**config.mk**
```make
export PLATFORM = sky130hd
export DESIGN_NAME = sec_filter
export DESIGN_NICKNAME = d
export VERILOG_FILES = /design/src/rtl/sec_filter_pkg.sv /design/src/rtl/sec_bitmap.sv /design/src/rtl/sec_decide.sv /design/src/rtl/sec_stage.sv /design/src/rtl/sec_filter.sv
export SDC_FILE = /design/constraint.sdc
export NUM_CORES = 1
export LEC_CHECK = 0
export ABC_AREA = 1
export CAP_MARGIN = 10
export CORE_MARGIN = 2
export CORE_UTILIZATION = 39
export DETAILED_ROUTE_END_ITERATION = 16
export PLACE_DENSITY = 0.8
export SETUP_SLACK_MARGIN = 0.5
export SKIP_LAST_GASP = 1
export SLEW_MARGIN = 40
export SYNTH_ARGS = -nofsm -noshare
export SYNTH_HDL_FRONTEND = slang
export SYNTH_SLANG_ARGS = --single-unit
```
**constraint.sdc**
```tcl
create_clock -name clk -period 1.8 [get_ports clk]
set_input_delay 0.18 -clock clk [delete_from_list [all_inputs] [get_ports clk]]
set_output_delay 0.18 -clock clk [all_outputs]
set_load 0.03 [all_outputs]
```
**src/rtl/sec_filter_pkg.sv**
```systemverilog
package sec_filter_pkg;

    localparam int SF_DEV_W   = 6;
    localparam int SF_ADDR_W  = 32;
    localparam int SF_ATTR_W  = 4;
    localparam int SF_CFG_AW  = 4;
    localparam int SF_WORD_W  = 32;
    localparam int SF_NUM_DEV = 40;

    typedef struct packed {
        logic [SF_DEV_W-1:0]  dev;
        logic [SF_ADDR_W-1:0] addr;
        logic [SF_ATTR_W-1:0] attr;
        logic                 sec;
        logic                 dg;
    } sf_txn_t;

    // Capability codes 01 and 11 mean the bitmap register space exists.
    function automatic logic sf_space_on(input logic [1:0] cap);
        return cap[0];
    endfunction

    function automatic int sf_num_regs(input int num_dev);
        return (num_dev + SF_WORD_W - 1) / SF_WORD_W;
    endfunction

endpackage

```
**src/rtl/sec_bitmap.sv**
```systemverilog
module sec_bitmap
    import sec_filter_pkg::*;
#(
    parameter int NUM_DEV = SF_NUM_DEV
) (
    input  logic                 clk,
    input  logic                 rst,
    input  logic                 space_on,
    input  logic                 cfg_wr,
    input  logic [SF_CFG_AW-1:0] cfg_addr,
    input  logic [SF_WORD_W-1:0] cfg_wdata,
    output logic [SF_WORD_W-1:0] cfg_rdata,
    input  logic [SF_DEV_W-1:0]  lk_dev,
    output logic                 lk_ns
);

    localparam int NUM_REGS = sf_num_regs(NUM_DEV);

    logic [NUM_DEV-1:0]   map_q;
    logic [NUM_REGS-1:0]  wr_hit;
    logic [SF_WORD_W-1:0] words [NUM_REGS];

    for (genvar k = 0; k < NUM_REGS; k++) begin : g_reg
        assign wr_hit[k] = space_on && cfg_wr && (cfg_addr == SF_CFG_AW'(k));
        for (genvar b = 0; b < SF_WORD_W; b++) begin : g_bit
            if (k * SF_WORD_W + b < NUM_DEV) begin : g_impl
                always_ff @(posedge clk) begin
                    if (rst) begin
                        map_q[k*SF_WORD_W+b] <= 1'b1;
                    end else if (wr_hit[k]) begin
                        map_q[k*SF_WORD_W+b] <= cfg_wdata[b];
                    end
                end
                assign words[k][b] = map_q[k*SF_WORD_W+b];
            end else begin : g_none
                assign words[k][b] = 1'b0;
            end
        end
    end

    always_comb begin
        cfg_rdata = '0;
        for (int k = 0; k < NUM_REGS; k++) begin
            if (space_on && cfg_addr == SF_CFG_AW'(k)) begin
                cfg_rdata = words[k];
            end
        end
    end

    always_comb begin
        lk_ns = 1'b1;
        for (int j = 0; j < NUM_DEV; j++) begin
            if (space_on && lk_dev == SF_DEV_W'(j)) begin
                lk_ns = map_q[j];
            end
        end
    end

endmodule

```
**src/rtl/sec_decide.sv**
```systemverilog
module sec_decide (
    input  logic claimed_sec,
    input  logic dev_ns,
    output logic out_sec,
    output logic downgrade
);

    always_comb begin
        out_sec   = claimed_sec && !dev_ns;
        downgrade = claimed_sec && dev_ns;
    end

endmodule

```
**src/rtl/sec_stage.sv**
```systemverilog
module sec_stage
    import sec_filter_pkg::*;
(
    input  logic    clk,
    input  logic    rst,
    input  logic    in_valid,
    output logic    in_ready,
    input  sf_txn_t in_txn,
    output logic    out_valid,
    input  logic    out_ready,
    output sf_txn_t out_txn
);

    logic    valid_q;
    sf_txn_t txn_q;

    assign in_ready  = !valid_q || out_ready;
    assign out_valid = valid_q;
    assign out_txn   = txn_q;

    always_ff @(posedge clk) begin
        if (rst) begin
            valid_q <= 1'b0;
            txn_q   <= '0;
        end else if (in_ready) begin
            valid_q <= in_valid;
            if (in_valid) begin
                txn_q <= in_txn;
            end
        end
    end

endmodule

```
**src/rtl/sec_filter.sv**
```systemverilog
module sec_filter
    import sec_filter_pkg::*;
#(
    parameter int NUM_DEV = SF_NUM_DEV
) (
    input  logic                 clk,
    input  logic                 rst,
    input  logic [1:0]           space_cap,
    input  logic                 cfg_wr,
    input  logic [SF_CFG_AW-1:0] cfg_addr,
    input  logic [SF_WORD_W-1:0] cfg_wdata,
    output logic [SF_WORD_W-1:0] cfg_rdata,
    input  logic                 up_valid,
    output logic                 up_ready,
    input  logic [SF_DEV_W-1:0]  up_dev,
    input  logic [SF_ADDR_W-1:0] up_addr,
    input  logic [SF_ATTR_W-1:0] up_attr,
    input  logic                 up_sec,
    output logic                 dn_valid,
    input  logic                 dn_ready,
    output logic [SF_DEV_W-1:0]  dn_dev,
    output logic [SF_ADDR_W-1:0] dn_addr,
    output logic [SF_ATTR_W-1:0] dn_attr,
    output logic                 dn_sec,
    output logic                 dn_downgrade
);

    logic    space_on;
    logic    dev_ns;
    logic    fixed_sec;
    logic    strip;
    sf_txn_t in_txn;
    sf_txn_t out_txn;

    assign space_on = sf_space_on(space_cap);

    sec_bitmap #(.NUM_DEV(NUM_DEV)) u_map (
        .clk      (clk),
        .rst      (rst),
        .space_on (space_on),
        .cfg_wr   (cfg_wr),
        .cfg_addr (cfg_addr),
        .cfg_wdata(cfg_wdata),
        .cfg_rdata(cfg_rdata),
        .lk_dev   (up_dev),
        .lk_ns    (dev_ns)
    );

    sec_decide u_dec (
        .claimed_sec(up_sec),
        .dev_ns     (dev_ns),
        .out_sec    (fixed_sec),
        .downgrade  (strip)
    );

    always_comb begin
        in_txn.dev  = up_dev;
        in_txn.addr = up_addr;
        in_txn.attr = up_attr;
        in_txn.sec  = fixed_sec;
        in_txn.dg   = strip;
    end

    sec_stage u_stage (
        .clk      (clk),
        .rst      (rst),
        .in_valid (up_valid),
        .in_ready (up_ready),
        .in_txn   (in_txn),
        .out_valid(dn_valid),
        .out_ready(dn_ready),
        .out_txn  (out_txn)
    );

    assign dn_dev       = out_txn.dev;
    assign dn_addr      = out_txn.addr;
    assign dn_attr      = out_txn.attr;
    assign dn_sec       = out_txn.sec;
    assign dn_downgrade = dn_valid && dn_ready && out_txn.dg;

endmodule

```
==> results.tsv, run 1 <==
stage	metric	value	unit
timing	hold_ws	0.259	ns
timing	skew	0.00885	ns
pwr	p_comb_share	21.7	%
clocking	cts.path.max_buffers	2	
clocking	clkSlewWorstSetupHoldPaths	0.09	ns
cells_and_area	final_nets	866	
global_route	grt_max_degree	55	
synthesis	yosys_warnings	0	
drt	dr.pass1.iters	5	
pwr	seqPwrFrac	44.9	%
pwr	p_leak	3.25	nW
global_route	grt_pass1_vias	4441	
worst_setup_path	arrival	2.73	ns
worst_setup_path	critical_path_class	flop to flop	
die	die_x	106	um
drt	first_iter_violations	314	
synthesis	syn_area_per_cell	6.87	um2
flow_run	drv_cap	0	
drt	num_vias	4544	
pwr	netSwitchingPower	1.29	mW
run_status	status	finished, violations left	
global_route	antenna_found_initial	2	
pwr	power_density	655	nW/um2
worst_setup_path	crit_required	2.10	ns
global_route	grt_pass1_wl	20900	um
cells_and_area	layout_common_cells	nor2_1 (97), o21ai_0 (80), dfxtp_1 (78)	
clocking	clkLatencyLatePin	0.36	ns
drt	totalWireLength	13700	um
global_route	grt.total_usage	23.1	%
synthesis	ys_types	21	
die	die_area	11300	um2
timing	slew_violations	0	
cells_and_area	fillers	849	
synthesis	ys_ff_latch	85	
place	dpl_cell_area	6040	um2
timing	timing.final.ws_setup	-0.634	ns
timing	setup_tns	-1.20	ns
global_route	grt_overflow	0	
pwr	p_clk_share	33.4	%
drt	drc	0	
min_path	holdCritPathClass	input pin to flop	
timing	fmax	0.411	GHz
worst_setup_path	critPathTopFamily	simple AND/OR/NAND/NOR gates	
synthesis	syn-cell-area	4070	um2
worst_setup_path	cp-start-kind	flop	
timing	grt_setup_unrepaired	true	
drt	avgRoutedWirePerCell	14.8	um
cells_and_area	area_growth	68.1	%
pwr	ir_drop	0.377	mV
clocking	cts-root-buf	clkbuf_8	
worst_setup_path	path_buf_inv	1	
cells_and_area	final_common_cell	nor2_1	
synthesis	syn_inst	592	
pwr	internal-power	3.19	mW
pwr	switching_share	28.8	%
clocking	cts_tree	done	
synthesis	synth_nets	678	
timing	tightest_slew	0.352	ns
clocking	cts_sinks	85	
die	dieHeight	106	um
drt	ant_nets	0	
clocking	numCtsBuffers	9	
clocking	htreeDepth	3	
die	coreArea	10200	um2
synthesis	yosysSeqAreaShare	41.8	%
worst_setup_path	crit_top_cell	nand2_1	
worst_setup_path	endpoint_kind	flop	
place	dp_hpwl	9460	um
die	io_pins	164	
die	start_util	39.7	%
timing	setup_viol	2	
worst_setup_path	cp_max_fo	2	
timing	period_needed	2.43	ns
place	portBuffers	162	
timing	period_share	135	%
worst_setup_path	crit_slowest_cell	dfxtp_2	
timing	maxSlewHeadroom	76.4	%
cells_and_area	drive_above_1_share	29.2	%
cells_and_area	design_area	6830	um2
worst_setup_path	cpPeakStageDelay	0.34	ns
timing	finalHoldViolCount	0	
run_status	violations	negative setup slack	
place	place_congestion	0.884	
drt	post_drt_via_cell_ratio	4.92	
die	row_count	37	
==> synth_stat cells <==
| cell | n | share of area (%) |
|---|---|---|
| nand2_2 | 2 | 0.31 |
| dfxtp_1 | 85 | 42 |
| buf_1 | 2 | 0.18 |
| inv_2 | 3 | 0.28 |
| a31oi_1 | 2 | 0.31 |
| a21oi_1 | 51 | 6.3 |
| o21a_1 | 1 | 0.18 |
| nor2_1 | 125 | 12 |
| buf_4 | 42 | 7.8 |
| nor2_2 | 3 | 0.46 |
| clkinv_1 | 2 | 0.18 |
| nand2_1 | 47 | 4.3 |
| clkbuf_1 | 27 | 2.5 |
| o22ai_1 | 6 | 0.92 |
| nor3_4 | 1 | 0.40 |
| inv_1 | 64 | 5.9 |
| nor2_4 | 1 | 0.28 |
| nand4_1 | 19 | 2.9 |
| nand3_1 | 22 | 2.7 |
| o21ai_0 | 82 | 10 |
| nor3_1 | 5 | 0.62 |
==> worst paths after layout <==
check	start	endpoint	slack (ns)	depth (start not counted)
hold / removal	up_dev[1]	u_stage.out_txn[39]	0.26	4
setup / recovery	u_map.map_q[0]	u_stage.out_txn[0]	-0.63	26
hold reg to reg	u_stage.out_txn[1]	u_stage.out_txn[1]	0.48	2
setup reg to reg	u_map.map_q[0]	u_stage.out_txn[0]	-0.63	26
==> logic make-up (layout without fill, tap and decap cells) <==
| family | count (synthesis) | count (layout) | synth area share [%] |
|---|---|---|---|
| AOI/OAI and AO/OA | 142 | 142 | 17.8 |
| DFF | 85 | 85 | 41.8 |
| buffers and inverters | 140 | 333 | 16.8 |
| other | 0 | 2 | 0 |
| and+or+nand+nor | 225 | 225 | 23.6 |
==> state kept, by name, summed over array words and instances, names as in the netlist <==
signal	cells
u_map.map_q	40
u_stage.out_valid	1
u_stage.out_txn	44
==> metal layers <==
layer	share of wire, %	track usage, %
met2	49	40.8
met1	43	28.0
met3	7.0	5.33
met5	0	0
met4	1.6	6.77
==> metrics by stage <==
stage / power, mW / util [%] / setup slack [ns] / cells
3_3_place_gp: 2.99 / 59.0 / -1.09 / 892
6_report: 4.48 / 66.8 / -0.634 / 923
5_1_grt: 4.66 / 66.8 / -0.924 / 923
4_1_cts: 4.48 / 64.4 / -0.569 / 917
3_5_place_dp: 3.00 / 59.0 / -1.19 / 892
2_1_floorplan: 2.58 / - / -0.194 / 592
==> power by group through the flow <==
stage,Sequential [mW],Combinational (mW),Clock [mW]
3_5_place_dp,2.06,0.948,0
4_1_cts,2.01,0.947,1.52
6_report,2.01,0.971,1.50
5_1_grt,2.02,1.04,1.60
2_1_floorplan,2.05,0.530,0
3_3_place_gp,2.05,0.936,0
==> tightest hold or removal path, cell delays in order <==
cell and delay (ns):
clkbuf_2 0.14, inv_1 0.09, buf_4 0.12, a21oi_1 0.05
==> area by class of cell <==
class | count | area (um2) | area share (%)
antenna | 2 | 5.00 | 0.0732
clock buffer | 11 | 163 | 2.38
clock inverter | 5 | 63.8 | 0.934
inverter | 69 | 267 | 3.90
multi-input combinational | 367 | 2040 | 29.8
sequential | 85 | 1710 | 25.1
tap | 136 | 170 | 2.49
timing repair buffer | 248 | 2410 | 35.3
==> timing repair <==
item / in CTS / in global routing
gates resized for setup: 158 / 111
gates cloned: 2 / 1
endpoints found under the setup margin: 112 / 98
buffers inserted: 7 / 3
pin swaps: 19 / 15
hold buffers: 0 / 0
(Power assumes the default switching activity.)
==> run 2, diff against run 1 <==
Settings changed: CORE_MARGIN 2 to not set, PLACE_DENSITY 0.8 to 0.76.
==> run 2 against run 1 <==
Effect of this change: the run still ends with negative setup slack left; combinational power down 0.4%; clock skew about the same; count of clock-buffer cells in the layout down 2; register-to-register slack worse by 0.07 ns; via count is 0.68% lower; worst hold slack improved by 0.021 ns; cell area decreased by 0.97%; worst setup slack worse by 0.073 ns; die area decreased by 3.7%; utilization up 1.2 points; fmax shrank 2.9%.
==> results.tsv, run 2 (same netlist as run 1, synthesis figures left out) <==
stage	metric	value	unit
run_status	status	finished, violations left	
run_status	violations	negative setup slack	
place	placed_cells	886	
clocking	clkLatencyLatePin	0.35	ns
cells_and_area	finish.utilization	68.0	%
die	row_count	36	
timing	slew_violations	0	
place	portBuffers	162	
drt	avgRoutedWirePerCell	14.7	um
timing	finalHoldViolCount	0	
timing	tightest_slew	0.391	ns
global_route	grt_pass1_wl	21400	um
worst_setup_path	arrival	2.79	ns
die	die_x	104	um
timing	grt_setup_unrepaired	true	
timing	setup_viol	2	
die	dieHeight	104	um
cells_and_area	drive_above_1_share	29.8	%
worst_setup_path	critical_path_class	flop to flop	
worst_setup_path	critPathTopFamily	simple AND/OR/NAND/NOR gates	
die	die_area	10800	um2
pwr	seqPwrFrac	47.5	%
global_route	grt.total_usage	24.7	%
drt	post_drt_via_cell_ratio	4.94	
drt	num_vias	4513	
cells_and_area	final_common_cell	nor2_1	
worst_setup_path	r2r_cells	26	
drt	totalWireLength	13500	um
worst_setup_path	endpoint_kind	flop	
cells_and_area	largest_reg_flops	44	
cells_and_area	final_nets	862	
place	post-place-ws	-1.20	ns
clocking	cts.path.max_buffers	2	
pwr	internal-power	2.93	mW
clocking	clkSlewWorstSetupHoldPaths	0.08	ns
worst_setup_path	cp-start-kind	flop	
worst_setup_path	r2r_start	u_map.map_q[0]	
clocking	numCtsBuffers	9	
clocking	cts_hold_buf	0	
cells_and_area	layout_common_cells	nor2_1 (97), o21ai_0 (79), dfxtp_1 (77)	
timing	maxSlewHeadroom	73.8	%
drt	dr.pass1.iters	4	
cells_and_area	area_growth	66.4	%
clocking	cts-root-buf	clkbuf_8	
place	dp_hpwl	9540	um
cells_and_area	antenna_cells	0	
die	coreArea	9950	um2
cells_and_area	fin_cells	914	
die	start_util	40.8	%
pwr	ir_drop	0.337	mV
worst_setup_path	crit_required	2.08	ns
timing	skew	0.00845	ns
worst_setup_path	cp_max_fo	2	
min_path	hp-start	up_dev[1]	
timing	period_share	139	%
drt	first_iter_violations	283	
worst_setup_path	path_buf_inv	1	
pwr	switching_share	30.8	%
pwr	p_comb_share	22.8	%
drt	ant_nets	0	
timing	period_needed	2.51	ns
cells_and_area	design_area	6770	um2
global_route	grt_overflow	0	
worst_setup_path	reg2reg_setup_slack	-0.71	ns
worst_setup_path	crit_slowest_cell	dfxtp_2	
clocking	cts_sinks	85	
flow_run	drv_cap	0	
pwr	p_leak	3.19	nW
global_route	grt_max_degree	56	
min_path	hold-path-cell-count	4	
min_path	holdCritPathClass	input pin to flop	
global_route	grt_pass1_vias	4351	
pwr	power_density	626	nW/um2
drt	drc	0	
timing	hold_ws	0.280	ns
global_route	antenna_found_initial	0	
pwr	netSwitchingPower	1.31	mW
pwr	p_clk_share	29.7	%
die	io_pins	164	
min_path	min_to	u_stage.out_txn[39]	
timing	timing.final.ws_setup	-0.707	ns
worst_setup_path	worst_r2r_endpoint	u_stage.out_txn[0]	
worst_setup_path	cpPeakStageDelay	0.34	ns
timing	fmax	0.399	GHz
clocking	htreeDepth	3	
place	place_congestion	0.908	
clocking	cts_tree	done	
place	dpl_cell_area	6010	um2
==> run 2: power groups by stage <==
stage	sequential, mW	clock [mW]	combinational (mW)
after detailed placement	2.06	0	0.944
final	2.01	1.26	0.967
after global placement	2.05	0	0.931
after floorplan	2.05	0	0.530
after CTS	2.01	1.28	0.950
after global routing	2.02	1.38	1.04
==> run 2: how the worst max path moves through the flow <==
stage,slack [ns],cells past startpoint,end,startpoint
floorplan,-0.19,26,u_stage.out_txn[0],u_map.map_q[0]
global placement,-1.10,27,u_stage.out_txn[0],up_dev[3]
detailed placement,-1.20,26,u_stage.out_txn[0],up_dev[0]
CTS,-0.60,26,u_stage.out_txn[0],u_map.map_q[1]
global route,-0.99,26,u_stage.out_txn[0],u_map.map_q[0]
finish,-0.71,26,u_stage.out_txn[0],u_map.map_q[0]
==> run 2: layout make-up <==
class                      instances  area (um2)
clock buffer                       9         124
clock inverter                     7        57.6
fill                             789        3190
inverter                          69         269
multi-input combinational        367        2050
sequential                        85        1710
tap                              133         166
timing repair buffer             244        2380
==> run 2: metal layers <==
metal  up-vias  global-route usage [%]  share of wire [%]
met5         -                       0                  0
met4         0                    7.76                1.8
met3        19                    5.70                6.1
met2       161                    42.0                 48
met1      2078                    30.9                 44
li1       2255                       -                  -
==> run 2: timing repair <==
action,in CTS,in global routing
setup buffers,8,1
resized for setup,178,112
endpoints found under the hold margin,0,0
pin swaps,19,19
endpoints found under the setup margin,111,119
gates cloned,3,0
==> run 2: through the flow <==
step	TNS, ns	power [mW]
floorplan	-0.366	2.58
global placement	-2.18	2.98
detailed placement	-2.64	3.00
CTS	-1.18	4.24
global route	-1.89	4.44
finish	-1.35	4.23
==> run 2: worst min-delay path, delay by kind of cell <==
kind                   cells  cell delay (ns)
AO/OA/AOI/OAI              1             0.05
buffers and inverters      3             0.34
